==> src/rtl/acs_pkg.sv <==
package acs_pkg;
   localparam int CH_W     = 4;
   localparam int KNOWN_CH = 8;
   localparam int RNG_W    = 16;

   typedef enum logic [1:0] {
      ST_IDLE,
      ST_DIVIDE,
      ST_RESPOND
   } acs_state_e;

   function automatic logic [RNG_W-1:0] rng_lo(input logic [CH_W-1:0] ch);
      case (ch)
         4'd2:    return 16'd2300;
         default: return 16'd0;
      endcase
   endfunction

   function automatic logic [RNG_W-1:0] rng_hi(input logic [CH_W-1:0] ch);
      case (ch)
         4'd0, 4'd5: return 16'd20030;
         4'd1, 4'd3: return 16'd1350;
         4'd2:       return 16'd4800;
         4'd4:       return 16'd2500;
         4'd6:       return 16'd1500;
         4'd7:       return 16'd3200;
         default:    return 16'd0;
      endcase
   endfunction

   function automatic logic chan_known(input logic [CH_W-1:0] ch);
      return ch < CH_W'(KNOWN_CH);
   endfunction
endpackage

==> src/rtl/acs_fixed_map.sv <==
module acs_fixed_map
   import acs_pkg::*;
#(
   parameter int CODE_W = 10,
   parameter int RES_W  = 32
) (
   input  logic [CH_W-1:0]         chan,
   input  logic [CODE_W-1:0]       code,
   output logic signed [RES_W-1:0] value,
   output logic                    known
);
   localparam int PROD_W = RNG_W + CODE_W;

   generate
      if (RES_W <= RNG_W) begin : g_bad_res
         $error("acs_fixed_map: RES_W must exceed the range width");
      end
   endgenerate

   logic [RNG_W-1:0]  lo;
   logic [RNG_W-1:0]  span;
   logic [PROD_W-1:0] prod;
   logic [PROD_W-1:0] scaled;

   always_comb begin
      lo     = rng_lo(chan);
      span   = rng_hi(chan) - lo;
      prod   = PROD_W'(span) * PROD_W'(code);
      scaled = prod >> CODE_W;
      value  = signed'(RES_W'(lo) + RES_W'(scaled));
      known  = chan_known(chan);
   end
endmodule

==> src/rtl/acs_coef_bank.sv <==
module acs_coef_bank #(
   parameter int SLOTS  = 3,
   parameter int SLOT_W = 2,
   parameter int GAIN_W = 32,
   parameter int OFFS_W = 32
) (
   input  logic                     clk,
   input  logic                     rst_n,
   input  logic                     wr_en,
   input  logic [SLOT_W-1:0]        wr_slot,
   input  logic [GAIN_W-1:0]        wr_gain,
   input  logic signed [OFFS_W-1:0] wr_offset,
   input  logic [SLOT_W-1:0]        rd_slot,
   output logic [GAIN_W-1:0]        rd_gain,
   output logic signed [OFFS_W-1:0] rd_offset
);
   generate
      if (SLOTS < 1 || (1 << SLOT_W) < SLOTS) begin : g_bad_slots
         $error("acs_coef_bank: SLOT_W cannot address SLOTS");
      end
   endgenerate

   logic [GAIN_W-1:0]        gain_q [SLOTS];
   logic signed [OFFS_W-1:0] offs_q [SLOTS];

   always_ff @(posedge clk or negedge rst_n) begin
      if (!rst_n) begin
         for (int i = 0; i < SLOTS; i++) begin
            gain_q[i] <= '0;
            offs_q[i] <= '0;
         end
      end else if (wr_en) begin
         for (int i = 0; i < SLOTS; i++) begin
            if (wr_slot == SLOT_W'(i)) begin
               gain_q[i] <= wr_gain;
               offs_q[i] <= wr_offset;
            end
         end
      end
   end

   always_comb begin
      rd_gain   = '0;
      rd_offset = '0;
      for (int i = 0; i < SLOTS; i++) begin
         if (rd_slot == SLOT_W'(i)) begin
            rd_gain   = gain_q[i];
            rd_offset = offs_q[i];
         end
      end
   end
endmodule

==> src/rtl/acs_seq_div.sv <==
module acs_seq_div #(
   parameter int NUM_W = 48,
   parameter int DEN   = 1000
) (
   input  logic                    clk,
   input  logic                    rst_n,
   input  logic                    start,
   input  logic signed [NUM_W-1:0] dividend,
   output logic                    busy,
   output logic                    done,
   output logic signed [NUM_W-1:0] quotient
);
   localparam int DEN_W  = $clog2(DEN + 1);
   localparam int ITER_W = $clog2(NUM_W + 1);

   generate
      if (DEN < 2) begin : g_bad_den
         $error("acs_seq_div: DEN must be at least 2");
      end
      if (NUM_W <= DEN_W) begin : g_bad_num
         $error("acs_seq_div: NUM_W too narrow for DEN");
      end
   endgenerate

   logic [DEN_W-1:0]  rem_q;
   logic [NUM_W-1:0]  quo_q;
   logic [ITER_W-1:0] cnt_q;
   logic              neg_q;
   logic              done_q;
   logic [DEN_W:0]    trial;
   logic              fits;

   always_comb begin
      trial = {rem_q, quo_q[NUM_W-1]};
      fits  = trial >= (DEN_W + 1)'(DEN);
   end

   always_ff @(posedge clk or negedge rst_n) begin
      if (!rst_n) begin
         rem_q  <= '0;
         quo_q  <= '0;
         cnt_q  <= '0;
         neg_q  <= 1'b0;
         done_q <= 1'b0;
      end else if (start) begin
         rem_q  <= '0;
         quo_q  <= dividend[NUM_W-1] ? NUM_W'(-dividend) : NUM_W'(dividend);
         cnt_q  <= ITER_W'(NUM_W);
         neg_q  <= dividend[NUM_W-1];
         done_q <= 1'b0;
      end else if (cnt_q != '0) begin
         rem_q  <= fits ? DEN_W'(trial - (DEN_W + 1)'(DEN)) : DEN_W'(trial);
         quo_q  <= {quo_q[NUM_W-2:0], fits};
         cnt_q  <= cnt_q - 1'b1;
         done_q <= (cnt_q == ITER_W'(1));
      end else begin
         done_q <= 1'b0;
      end
   end

   assign busy     = (cnt_q != '0);
   assign done     = done_q;
   assign quotient = neg_q ? -signed'(quo_q) : signed'(quo_q);

   AST_DIV_DONE_PULSE: assert property (@(posedge clk) disable iff (!rst_n)
      done |=> !done);
   AST_DIV_START_IDLE: assert property (@(posedge clk) disable iff (!rst_n)
      start |-> !busy);
endmodule

==> src/rtl/adc_code_scaler.sv <==
module adc_code_scaler
   import acs_pkg::*;
#(
   parameter int CODE_W    = 10,
   parameter int GAIN_W    = 32,
   parameter int OFFS_W    = 32,
   parameter int ACC_W     = 48,
   parameter int RES_W     = 32,
   parameter int SCALE     = 1000,
   parameter int CAL_SLOTS = 3,
   parameter int SLOT_W    = 2
) (
   input  logic                     clk,
   input  logic                     rst_n,
   input  logic                     in_valid,
   output logic                     in_ready,
   input  logic [3:0]               in_chan,
   input  logic [CODE_W-1:0]        in_code,
   output logic                     out_valid,
   input  logic                     out_ready,
   output logic signed [RES_W-1:0]  out_data,
   output logic                     out_err,
   output logic                     busy,
   input  logic                     cw_en,
   input  logic [SLOT_W-1:0]        cw_slot,
   input  logic [GAIN_W-1:0]        cw_gain,
   input  logic signed [OFFS_W-1:0] cw_offset
);
   generate
      if (CAL_SLOTS < 1 || CAL_SLOTS > 3) begin : g_bad_cal
         $error("adc_code_scaler: CAL_SLOTS must be 1 to 3");
      end
      if (CODE_W + GAIN_W >= ACC_W) begin : g_bad_acc
         $error("adc_code_scaler: ACC_W too narrow for code times gain");
      end
      if (OFFS_W >= ACC_W || RES_W > ACC_W) begin : g_bad_widths
         $error("adc_code_scaler: offset or result wider than accumulator");
      end
      if (SLOT_W > CH_W) begin : g_bad_slot_w
         $error("adc_code_scaler: SLOT_W wider than channel field");
      end
   endgenerate

   acs_state_e               state_q;
   logic                     accept;
   logic                     is_cal_chan;
   logic                     use_cal;
   logic                     div_start;
   logic                     div_busy;
   logic                     div_done;
   logic signed [ACC_W-1:0]  div_quot;
   logic [GAIN_W-1:0]        rd_gain;
   logic signed [OFFS_W-1:0] rd_offset;
   logic signed [ACC_W-1:0]  prod_s;
   logic signed [ACC_W-1:0]  acc_s;
   logic signed [RES_W-1:0]  fixed_val;
   logic                     known;

   acs_coef_bank #(
      .SLOTS  (CAL_SLOTS),
      .SLOT_W (SLOT_W),
      .GAIN_W (GAIN_W),
      .OFFS_W (OFFS_W)
   ) u_bank (
      .clk       (clk),
      .rst_n     (rst_n),
      .wr_en     (cw_en),
      .wr_slot   (cw_slot),
      .wr_gain   (cw_gain),
      .wr_offset (cw_offset),
      .rd_slot   (in_chan[SLOT_W-1:0]),
      .rd_gain   (rd_gain),
      .rd_offset (rd_offset)
   );

   acs_fixed_map #(
      .CODE_W (CODE_W),
      .RES_W  (RES_W)
   ) u_fixed (
      .chan  (in_chan),
      .code  (in_code),
      .value (fixed_val),
      .known (known)
   );

   always_comb begin
      is_cal_chan = (in_chan < CH_W'(CAL_SLOTS));
      use_cal     = is_cal_chan && (rd_gain != '0);
      prod_s      = signed'(ACC_W'(in_code)) * signed'(ACC_W'(rd_gain));
      acc_s       = prod_s + ACC_W'(rd_offset);
      accept      = in_valid && (state_q == ST_IDLE);
      div_start   = accept && known && use_cal;
   end

   acs_seq_div #(
      .NUM_W (ACC_W),
      .DEN   (SCALE)
   ) u_div (
      .clk      (clk),
      .rst_n    (rst_n),
      .start    (div_start),
      .dividend (acc_s),
      .busy     (div_busy),
      .done     (div_done),
      .quotient (div_quot)
   );

   always_ff @(posedge clk or negedge rst_n) begin
      if (!rst_n) begin
         state_q  <= ST_IDLE;
         out_data <= '0;
         out_err  <= 1'b0;
      end else begin
         case (state_q)
            ST_IDLE: begin
               if (accept) begin
                  if (!known) begin
                     out_data <= '0;
                     out_err  <= 1'b1;
                     state_q  <= ST_RESPOND;
                  end else if (use_cal) begin
                     out_err  <= 1'b0;
                     state_q  <= ST_DIVIDE;
                  end else begin
                     out_data <= fixed_val;
                     out_err  <= 1'b0;
                     state_q  <= ST_RESPOND;
                  end
               end
            end
            ST_DIVIDE: begin
               if (div_done) begin
                  out_data <= RES_W'(div_quot);
                  state_q  <= ST_RESPOND;
               end
            end
            ST_RESPOND: begin
               if (out_ready) state_q <= ST_IDLE;
            end
            default: state_q <= ST_IDLE;
         endcase
      end
   end

   assign in_ready  = (state_q == ST_IDLE);
   assign out_valid = (state_q == ST_RESPOND);
   assign busy      = (state_q == ST_DIVIDE);

   AST_READY_AFTER_HS: assert property (@(posedge clk) disable iff (!rst_n)
      out_valid && out_ready |=> in_ready);
   AST_NO_READY_PENDING: assert property (@(posedge clk) disable iff (!rst_n)
      in_valid && in_ready |=> !in_ready);
   AST_RESP_HOLD: assert property (@(posedge clk) disable iff (!rst_n)
      out_valid && !out_ready |=> out_valid && $stable(out_data) && $stable(out_err));
   AST_UNKNOWN_ERR: assert property (@(posedge clk) disable iff (!rst_n)
      in_valid && in_ready && !known |=> out_valid && out_err && (out_data == '0));
   AST_DIV_TO_RESP: assert property (@(posedge clk) disable iff (!rst_n)
      div_done |=> out_valid && !out_err);
   AST_BUSY_ON_START: assert property (@(posedge clk) disable iff (!rst_n)
      div_start |=> busy && div_busy && !out_valid);
endmodule

==> config.mk <==
export PLATFORM = sky130hd
export DESIGN_NAME = adc_code_scaler
export DESIGN_NICKNAME = d
export VERILOG_FILES = /design/src/rtl/acs_pkg.sv /design/src/rtl/acs_fixed_map.sv /design/src/rtl/acs_coef_bank.sv /design/src/rtl/acs_seq_div.sv /design/src/rtl/adc_code_scaler.sv
export SDC_FILE = /design/constraint.sdc
export NUM_CORES = 2
export LEC_CHECK = 0
export BUFFER_PORTS_ARGS = -buffer_cell sky130_fd_sc_hd__buf_2
export CAP_MARGIN = 25
export CORE_ASPECT_RATIO = 0.7
export CORE_UTILIZATION = 40
export DETAILED_ROUTE_END_ITERATION = 7
export HOLD_SLACK_MARGIN = 0.06
export SLEW_MARGIN = 20
export SYNTH_ARGS = -nofsm -noshare
export SYNTH_HDL_FRONTEND = slang
export SYNTH_SLANG_ARGS = --single-unit
==> constraint.sdc <==
create_clock -name clk -period 10.58 [get_ports clk]
set_input_delay 0.529 -clock clk [delete_from_list [all_inputs] [get_ports clk]]
set_output_delay 0.529 -clock clk [all_outputs]
set_load 0.02 [all_outputs]
==> qor.csv <==
stage,metric,value,unit
logic_synthesis,Ys Warns,0,
clock_network,H-tree levels,1,
worst_setup_path,R2R depth,39,
global_routing,first-pass GRT wire length,141,mm
timing,unrepaired setup endpoints after global routing,no,
worst_setup_path,Worst Path Buf+Inv,9,
clock_network,"Setup Fix Bufs, Post-CTS",0,
logic_synthesis,fraction of registers with async set/reset,100,%
drt,routed vias/inst,5.34,
placed_design,Inst Count DP,4728,
logic_synthesis,Seq cells post-synth,293,
timing,final number of hold-violating endpoints,0,
timing,max_slew headroom,35.0,%
global_routing,initial antenna violation count,3,
global_routing,vias in the first global route,25200,
die,row count,87,
drt,1st-iter DRT viols,1795,
finish,Area Growth Syn to Fin,9.88,%
logic_synthesis,post-synthesis cell count,3638,
worst_setup_path,startpoint type of the worst setup path,input port,
timing,min cycle time layout,9.97,ns
drt,drt pass-1 iters,5,
logic_synthesis,Post-synth EDFFs,0,
drt,Post-DRT Antenna Nets,0,
timing,Fin Clk Skew,0.0146,ns
logic_synthesis,Post-synth top flop,dfrtp_1,
worst_setup_path,CP max FO,27,
timing,final period utilization,94.3,%
finish,final non-filler cell total,4793,
flow_run,Max-Cap Viols,0,
run_status,status,"complete, no violations",
timing,Hold WS,0.165,ns
logic_synthesis,Mapped Avg Cell Area,8.96,um2
min_path,Hold Crit Class,input port to register,
clock_network,Clock Latency Late Sink,0.62,ns
drt,final wirelength,87.9,mm
placed_design,port buffer count,120,
finish,"commonest non-fill, non-tap cell in the layout",nand2_1,
die,Initial Utilization,40.5,%
placed_design,DP HPWL,68.1,mm
min_path,hold path depth,2,
drt,via count,25600,
timing,worst-margin pin slew,0.975,ns
worst_setup_path,critical path endpoint category,register,
drt,DRC Markers,0,
logic_synthesis,Netlist cell types,76,
die,DIE AREA,0.0826,mm2
worst_setup_path,WP data arrival,10.44,ns
finish,fraction of layout cells with a size suffix above 1,13.8,%
die,core area,0.0806,mm2
logic_synthesis,register area share after synthesis,22.5,%
die,Ports,121,
worst_setup_path,Worst path top cell family by delay,adder cells,
logic_synthesis,Mapped Area,0.0326,mm2
worst_setup_path,crit path kind,input port to register,
timing,max-slew violation count,0,
worst_setup_path,critical path depth in cells,45,
clock_network,Clock transition at path regs,0.07,ns
worst_setup_path,"Slowest-stage cell, CP",fa_1,
finish,post-layout util,44.5,%
timing,final setup violation count,0,
global_routing,largest net degree at the start of global routing,136,
clock_network,CTS sink cnt,293,
worst_setup_path,CP max stage delay,0.57,ns
logic_synthesis,Synthesized Nets,4278,
worst_setup_path,most frequent CP cell,nand2_1,
finish,layout net count,4338,
clock_network,CTS tree,built,
die,Die Wd,343,um
worst_setup_path,Worst EP required,11.05,ns
die,die height,241,um
clock_network,root buffer cell,clkbuf_16,
drt,wire per inst,18.3,um
finish,most frequent cells in the layout,"nand2_1 (578), inv_1 (372), fa_1 (343)",
global_routing,GRT Util Overall,21.5,%
placed_design,Routability Congestion,0.969,
clock_network,Clock Path Buffers,3,
clock_network,TritonCTS Buffers,31,
timing,TNS Setup,0,ns
timing,Fmax achieved,0.100,GHz
global_routing,total gr overflow,0,
[kinds of logic (layout without fill, tap and decap cells)]
family,Yosys count,after routing,synth area share (%)
and+or+nand+nor,1183,1183,17.3
xor gates and xnor gates,191,191,5.13
AOI/OAI and AO/OA,641,641,12.3
muxes,198,198,6.82
adders and majority gates,555,555,29.2
other,0,2,0
buffers and inverters,577,662,6.71
DFF,293,293,22.5
[cell usage after synthesis, types with 6 or more instances]
master / n / area, um2
nand2_1: 579 / 2170
or3_1: 14 / 87.6
o21bai_1: 15 / 113
nor4_1: 16 / 100
a22oi_1: 42 / 315
and2_1: 223 / 1400
ha_1: 212 / 2650
nand4_1: 19 / 119
nor2b_1: 23 / 144
a211oi_1: 19 / 143
dfrtp_1: 293 / 7330
a31oi_1: 18 / 113
mux2_2: 193 / 2170
o41ai_2: 8 / 130
o21a_1: 14 / 105
or2_2: 6 / 37.5
fa_1: 343 / 6870
nor2_1: 126 / 473
nand2b_1: 29 / 181
or4_1: 11 / 82.6
buf_1: 7 / 26.3
o41ai_1: 6 / 52.6
a21oi_1: 210 / 1050
clkbuf_1: 191 / 717
o31ai_1: 24 / 180
o211ai_1: 10 / 75.1
nand3_1: 36 / 180
nor3_1: 30 / 150
and3_1: 47 / 294
inv_1: 372 / 1400
a21o_1: 51 / 383
xnor2_1: 125 / 1090
o21ai_0: 168 / 841
xor2_1: 66 / 578
[repair_timing]
item	CTS	global route
hold buffers	1	0
resized for setup	0	4
endpoints found under the hold margin	88	0
endpoints found under the setup margin	0	8
[through the flow]
step | setup slack [ns] | area [um2]
floorplan | 0.879 | 32600
global placement | 0.136 | 34700
detailed placement | 0.0444 | 34700
CTS | 0.677 | 35800
global route | 0.0136 | 35800
finish | 0.606 | 35800
[worst paths after layout]
check	from	slack [ns]	end
min	cw_offset[19]	0.17	u_bank.offs_q[51]
max	in_chan[1]	0.61	u_div.quo_q[40]
max reg2reg	u_bank.gain_q[81]	1.02	u_div.quo_q[40]
min in group asynchronous	rst_n	0.53	u_bank.offs_q[22]
max in group asynchronous	rst_n	8.68	u_bank.gain_q[26]
min reg2reg	out_data[15]	0.47	out_data[15]
[flip-flops by register name, indices dropped and copies added, names as in the netlist]
register,count
u_div.rem_q,10
u_div.cnt_q,6
state_q,2
u_div.done,1
out_data,32
u_div.quo_q,48
u_bank.offs_q,96
u_div.neg_q,1
u_bank.gain_q,96
out_err,1
[layout make-up]
class,instances,area [um2]
Fill cell,7955,44700
Multi-Input combinational cell,2768,23100
Sequential cell,293,7330
Timing Repair Buffer,232,1560
Inverter,372,1400
Tap cell,1068,1340
Clock buffer,52,1000
Clock inverter,6,53.8
Antenna cell,2,5.00
[routing by layer]
| layer | part of all wire [%] | track usage, % |
|---|---|---|
| met1 | 50 | 33.4 |
| met2 | 40 | 30.3 |
| met3 | 8.2 | 5.31 |
| met4 | 1.4 | 3.18 |
| met5 | 0.013 | 0 |
Power is left out: the tool's default activity adds up to more than one toggle a clock period on the data nets, which glitch-free logic cannot reach.
